<file path="config.mk">
export PLATFORM = sky130hd
export DESIGN_NAME = flash_poll_ctrl
export DESIGN_NICKNAME = d
export VERILOG_FILES = /design/src/rtl/flash_poll_ctrl.sv
export SDC_FILE = /design/constraint.sdc
export NUM_CORES = 1
export LEC_CHECK = 0
export ABC_CLOCK_PERIOD_IN_PS = 7300
export BUFFER_PORTS_ARGS = -buffer_cell sky130_fd_sc_hd__buf_2
export CAP_MARGIN = 20
export CORE_ASPECT_RATIO = 0.5
export CORE_UTILIZATION = 35
export DETAILED_ROUTE_END_ITERATION = 8
export GPL_TIMING_DRIVEN = 1
export PLACE_DENSITY_LB_ADDON = 0.2
export REMOVE_ABC_BUFFERS = 1
export SETUP_SLACK_MARGIN = 0.1
export SKIP_LAST_GASP = 1
export SYNTH_ARGS = -nofsm -noshare
export SYNTH_HDL_FRONTEND = slang
export SYNTH_SLANG_ARGS = --single-unit
</file>
<file path="constraint.sdc">
create_clock -name clk -period 7.3 [get_ports clk]
set_clock_uncertainty 0.2 [all_clocks]
set_input_delay 0 -clock clk [delete_from_list [all_inputs] [get_ports clk]]
set_output_delay 0 -clock clk [all_outputs]
set_load 0.02 [all_outputs]
</file>
<file path="src/rtl/flash_poll_ctrl.sv">
module flash_poll_ctrl #(
  parameter int AW = 20,
  parameter int DW = 16,
  parameter int TIMEOUT_CYC = 4000
) (
  input  logic          clk,
  input  logic          rst_n,
  input  logic          start,
  input  logic [1:0]    op,
  input  logic          toggle_mode,
  input  logic [AW-1:0] target_addr,
  input  logic [DW-1:0] prog_data,
  output logic [AW-1:0] mem_addr,
  output logic [DW-1:0] mem_wdata,
  output logic          mem_we,
  output logic          mem_re,
  input  logic [DW-1:0] mem_rdata,
  output logic          busy,
  output logic          done,
  output logic          error,
  output logic          timeout
);
  localparam int TW = $clog2(TIMEOUT_CYC + 1);
  localparam logic [TW-1:0] T_LAST = TW'(TIMEOUT_CYC - 1);
  localparam logic [AW-1:0] ADR_A = AW'(20'h5555);
  localparam logic [AW-1:0] ADR_B = AW'(20'h2AAA);

  typedef enum logic [2:0] {S_IDLE, S_CMD, S_PRD, S_PEV, S_CRD, S_CEV} state_t;
  state_t state;

  logic [1:0]    op_q;
  logic          tog_q;
  logic [AW-1:0] addr_q;
  logic [DW-1:0] data_q;
  logic [2:0]    step;
  logic [TW-1:0] timer;
  logic          prev6, have_prev;
  logic          conf_n, conf_bad;
  logic [AW-1:0] cmd_a;
  logic [DW-1:0] cmd_d;

  wire [DW-1:0] exp_word  = (op_q == 2'd0) ? data_q : '1;
  wire [2:0]    last_step = (op_q == 2'd0) ? 3'd3 : 3'd5;
  wire          rd_ok     = (mem_rdata == exp_word);
  wire          tlast     = (timer == T_LAST);
  wire          hit       = tog_q ? (have_prev && prev6 == mem_rdata[6])
                                  : (mem_rdata[7] == exp_word[7]);

  always_comb begin
    cmd_a = ADR_A;
    cmd_d = DW'(8'hAA);
    case (step)
      3'd0: ;
      3'd1: begin cmd_a = ADR_B; cmd_d = DW'(8'h55); end
      3'd2: cmd_d = (op_q == 2'd0) ? DW'(8'hA0) : DW'(8'h80);
      3'd3: if (op_q == 2'd0) begin cmd_a = addr_q; cmd_d = data_q; end
      3'd4: begin cmd_a = ADR_B; cmd_d = DW'(8'h55); end
      default:
        case (op_q)
          2'd1:    begin cmd_a = addr_q; cmd_d = DW'(8'h30); end
          2'd2:    begin cmd_a = addr_q; cmd_d = DW'(8'h50); end
          default: begin cmd_a = ADR_A;  cmd_d = DW'(8'h10); end
        endcase
    endcase
  end

  assign busy      = (state != S_IDLE);
  assign mem_we    = (state == S_CMD);
  assign mem_re    = (state == S_PRD) || (state == S_CRD);
  assign mem_addr  = mem_we ? cmd_a : addr_q;
  assign mem_wdata = mem_we ? cmd_d : '0;

  always_ff @(posedge clk or negedge rst_n) begin
    if (!rst_n) begin
      state <= S_IDLE;
      op_q <= '0; tog_q <= 1'b0; addr_q <= '0; data_q <= '0;
      step <= '0; timer <= '0;
      prev6 <= 1'b0; have_prev <= 1'b0;
      conf_n <= 1'b0; conf_bad <= 1'b0;
      done <= 1'b0; error <= 1'b0; timeout <= 1'b0;
    end else begin
      done <= 1'b0; error <= 1'b0; timeout <= 1'b0;
      case (state)
        S_IDLE:
          if (start) begin
            op_q <= op; tog_q <= toggle_mode;
            addr_q <= target_addr; data_q <= prog_data;
            step <= '0; have_prev <= 1'b0;
            state <= S_CMD;
          end
        S_CMD:
          if (step == last_step) begin
            timer <= '0;
            state <= S_PRD;
          end else begin
            step <= step + 3'd1;
          end
        S_PRD: begin
          timer <= timer + 1'b1;
          if (tlast) begin timeout <= 1'b1; state <= S_IDLE; end
          else state <= S_PEV;
        end
        S_PEV: begin
          timer <= timer + 1'b1;
          prev6 <= mem_rdata[6];
          have_prev <= 1'b1;
          if (hit && rd_ok) begin done <= 1'b1; state <= S_IDLE; end
          else if (tlast) begin timeout <= 1'b1; state <= S_IDLE; end
          else if (hit) begin conf_n <= 1'b0; conf_bad <= 1'b0; state <= S_CRD; end
          else state <= S_PRD;
        end
        S_CRD: begin
          timer <= timer + 1'b1;
          if (tlast) begin timeout <= 1'b1; state <= S_IDLE; end
          else state <= S_CEV;
        end
        S_CEV: begin
          timer <= timer + 1'b1;
          if (conf_n) begin
            if (conf_bad || !rd_ok) error <= 1'b1;
            else done <= 1'b1;
            state <= S_IDLE;
          end else if (tlast) begin
            timeout <= 1'b1; state <= S_IDLE;
          end else begin
            conf_bad <= !rd_ok; conf_n <= 1'b1; state <= S_CRD;
          end
        end
        default: state <= S_IDLE;
      endcase
    end
  end

  assert_one_flag_R10: assert property (@(posedge clk) disable iff (!rst_n)
    $onehot0({done, error, timeout}));
  assert_flag_idle_R10: assert property (@(posedge clk) disable iff (!rst_n)
    (done || error || timeout) |-> !busy);
  assert_quiet_idle_R1: assert property (@(posedge clk) disable iff (!rst_n)
    !busy |-> (!mem_we && !mem_re));
  assert_read_spacing_R4: assert property (@(posedge clk) disable iff (!rst_n)
    mem_re |=> !mem_re && !mem_we);
  assert_launch_R9: assert property (@(posedge clk) disable iff (!rst_n)
    $rose(busy) |-> $past(start));
  assert_limit_R8: assert property (@(posedge clk) disable iff (!rst_n)
    mem_re |-> (timer <= T_LAST));
endmodule

</file>
==> impl_results.md <==
* Status: finished clean
* Number of flops mapped to enable cells by yosys at 0
* DR vias/cell at 4.87
* Die ar. at 11600 sq um
* Min-Delay Path Depth at 5
* Syn. warnings at 0
* Mean Syn Cell Area at 8.13 sq um
* Initial DRC Count at 188
* R2R cell count at 8
* Num rows at 26
* Max_cap viols at 0
* GRT Util Overall at 0.193
* CTS tree: done
* CTS Buf Count at 9
* DIE WIDTH at 151 um
* Crit Path Category: flip-flop to flip-flop
* LEAKAGE at 2.59 nW
* Worst setup EP type: flip-flop
* Share of cells above drive strength 1 at 0.203
* WL final at 10200 um
* Most common cell in the synthesized netlist: nand2_1
* P&R area growth vs syn at 34.7%
* Worst path slowest cell: ha_1
* Worst r2r src: op_q[1]
* Relative slew slack at 0.370
* Most used flip-flop cell after synthesis: dfrtp_1
* Sink Count at 64
* Worst Setup Start Kind: flip-flop
* RSZ-0062 raised after global routing: false
* Cell Area, Placed at 4480 sq um
* Top cells by area, synth: dfrtp_1 (41%), nand2_1 (12%), a21oi_1 (4.8%)
* Post-CTS Resized at 0
* Gr ovfl total at 0
* WHS at 154 ps
* Ports at 100
* Mapped cell area at 3890 sq um
* Finish-stage setup viols at 0
* Critical path origin: op_q[1]
* I/O Buffers at 99
* Crit path time final at 3160 ps
* Synth async-reset ratio at 1.00
* Global-route wire length before repair at 17400 um
* R2R Setup Slk at 4140 ps
* Root buffer cell: clkbuf_16
* Commonest cells post-synth: nand2_1 (127), dfrtp_1 (64), a21oi_1 (37)
* Total power divided by cell area at 430 nW/um^2
* Remaining routing DRC violations at 0
* Critical path fanouts, max at 31
* Die height at 76.6 um
* Clock tree buffer depth at 2
* Worst-path clk slew at 50 ps
* H-tree depth at 3
* Req. time, crit path at 7270 ps
* Final Hold Fails at 0
* Placer Congestion at 0.811
* Synth top area share at 0.411
* Core ar. at 10500 sq um
* Area leader, netlist: dfrtp_1
* Diode count at 0
* Pre-antenna DRT Iters at 4
* Initial antenna violation count at 1
* Hold WC Path Type: input port to flip-flop
* #FFs+latches synth at 64
* Arr. time, crit path at 3120 ps
* Fmax at 0.317 GHz
* Worst slew pin tran at 945 ps
* Post-synthesis cell type count at 50
* Tcrit/Tclk final at 0.432
* Number of global-route vias before repair at 3588
* Peak VDD IR at 240 uV
* Cells after synthesis at 479
* Nets at 681
* HPWL after detailed placement at 6870 um
* Avg WL per Cell at 13.5 um
* Sum of negative setup slack at 0 ps
* Post-DRT Antenna Nets at 0
* Sequential cell area fraction in the yosys report at 0.411
* Largest net degree at the start of global routing at 65
* Crit-path max cell delay at 790 ps
* Final slew viol count at 0
* CP cell instances: inv_1 -> ha_1 -> inv_2 -> or4_1 -> a32oi_1 -> and4_1 -> nand3b_1 -> a211oi_1
* CP Capture Point: state[2]
* Initial core utilization at 0.371
* Clock Latency Late Sink at 330 ps
* Critical R2R Capture: state[2]
* Final Cell Area at 5250 sq um
* Vias at 3684
[worst min-delay path by stage]
stage                   startpoint        end  slack [ps]
floorplan                    rst_n  addr_q[0]        -500
CTS                   mem_rdata[7]   state[2]         140
global placement      prog_data[7]  data_q[7]         -10
finish                mem_rdata[7]   state[2]         150
global route         mem_rdata[14]      error         190
detailed placement  target_addr[6]  addr_q[6]          -6
[sequential cells by signal, indices dropped and copies added (netlist names)]
signal	flops
state	3
conf_bad	1
prev6	1
timer	12
error	1
data_q	16
have_prev	1
step	3
tog_q	1
addr_q	20
conf_n	1
timeout	1
done	1
op_q	2
[critical path: cells and delay by family (launching register included)]
family          cells  cell delay (ps)
simple gates        3             1020
flops               1              380
compound gates      2              270
buf+inv             2              330
fa+ha+maj           1              790
[cells in the final DEF, fill, tap and decap left out, types with 4 or more instances in the layout]
cell type | Yosys | final
nand2_1 | 127 | 127
buf_2 | 1 | 99
dfrtp_1 | 64 | 64
dlygate4sd3_1 | 0 | 46
a21oi_1 | 37 | 37
nor2_1 | 29 | 29
and2_1 | 23 | 23
o21ai_0 | 16 | 16
nor3b_1 | 13 | 13
inv_1 | 12 | 12
xnor2_1 | 11 | 11
a21o_1 | 11 | 11
nand2b_1 | 10 | 10
ha_1 | 10 | 10
o211ai_1 | 9 | 9
nand3_1 | 9 | 9
clkbuf_16 | 0 | 9
a32oi_1 | 7 | 7
nor3_1 | 6 | 6
nor2b_1 | 5 | 5
xor2_1 | 5 | 5
or3_1 | 5 | 5
and3_1 | 4 | 4
a31oi_1 | 4 | 4
[final cells by class]
type / count / area (sq um)
multi-input combinational: 377 / 2130
clock buffer: 13 / 270
fill: 992 / 5260
timing repair buffer: 148 / 978
tap: 140 / 175
clock inverter: 2 / 37.5
sequential: 64 / 1600
inverter: 13 / 48.8
[per-stage QoR]
step	instances	utilization	setup slack [ps]	power, mW
floorplan	454	-	4600	1.43
global placement	696	0.426	4180	1.77
detailed placement	696	0.426	4130	1.78
CTS	757	0.499	4120	2.27
global route	757	0.499	3800	2.46
finish	757	0.499	4140	2.25
[timing repair]
| action | in CTS | in global routing |
|---|---|---|
| hold buffers | 46 | 0 |
| buffers inserted | 0 | 0 |
| hold endpoints to repair | 107 | 0 |
[report_power, final]
group | internal, mW | switching (mW) | leakage (nW)
clock | 0.290 | 0.151 | 0.148
sequential | 0.495 | 0.136 | 0.813
combinational | 0.453 | 0.730 | 1.63
total | 1.24 | 1.02 | 2.59
[per-layer routing]
layer,track usage,vias up,share of wire
li1,-,1886,-
met1,0.256,1739,0.49
met2,0.300,53,0.47
met3,0.0563,4,0.043
met4,0.0650,2,0.0047
met5,0,-,0.0013
[kinds of logic after synthesis]
kind of cell             share of synthesized area
AND/OR/NAND/NOR                              0.310
AO/OA/AOI/OAI                                0.157
flip-flops                                   0.411
buffers and inverters                       0.0408
XOR/XNOR                                    0.0360
adder cells (fa/ha/maj)                     0.0347
multiplexers                                0.0106
(Power assumes the default switching activity.)
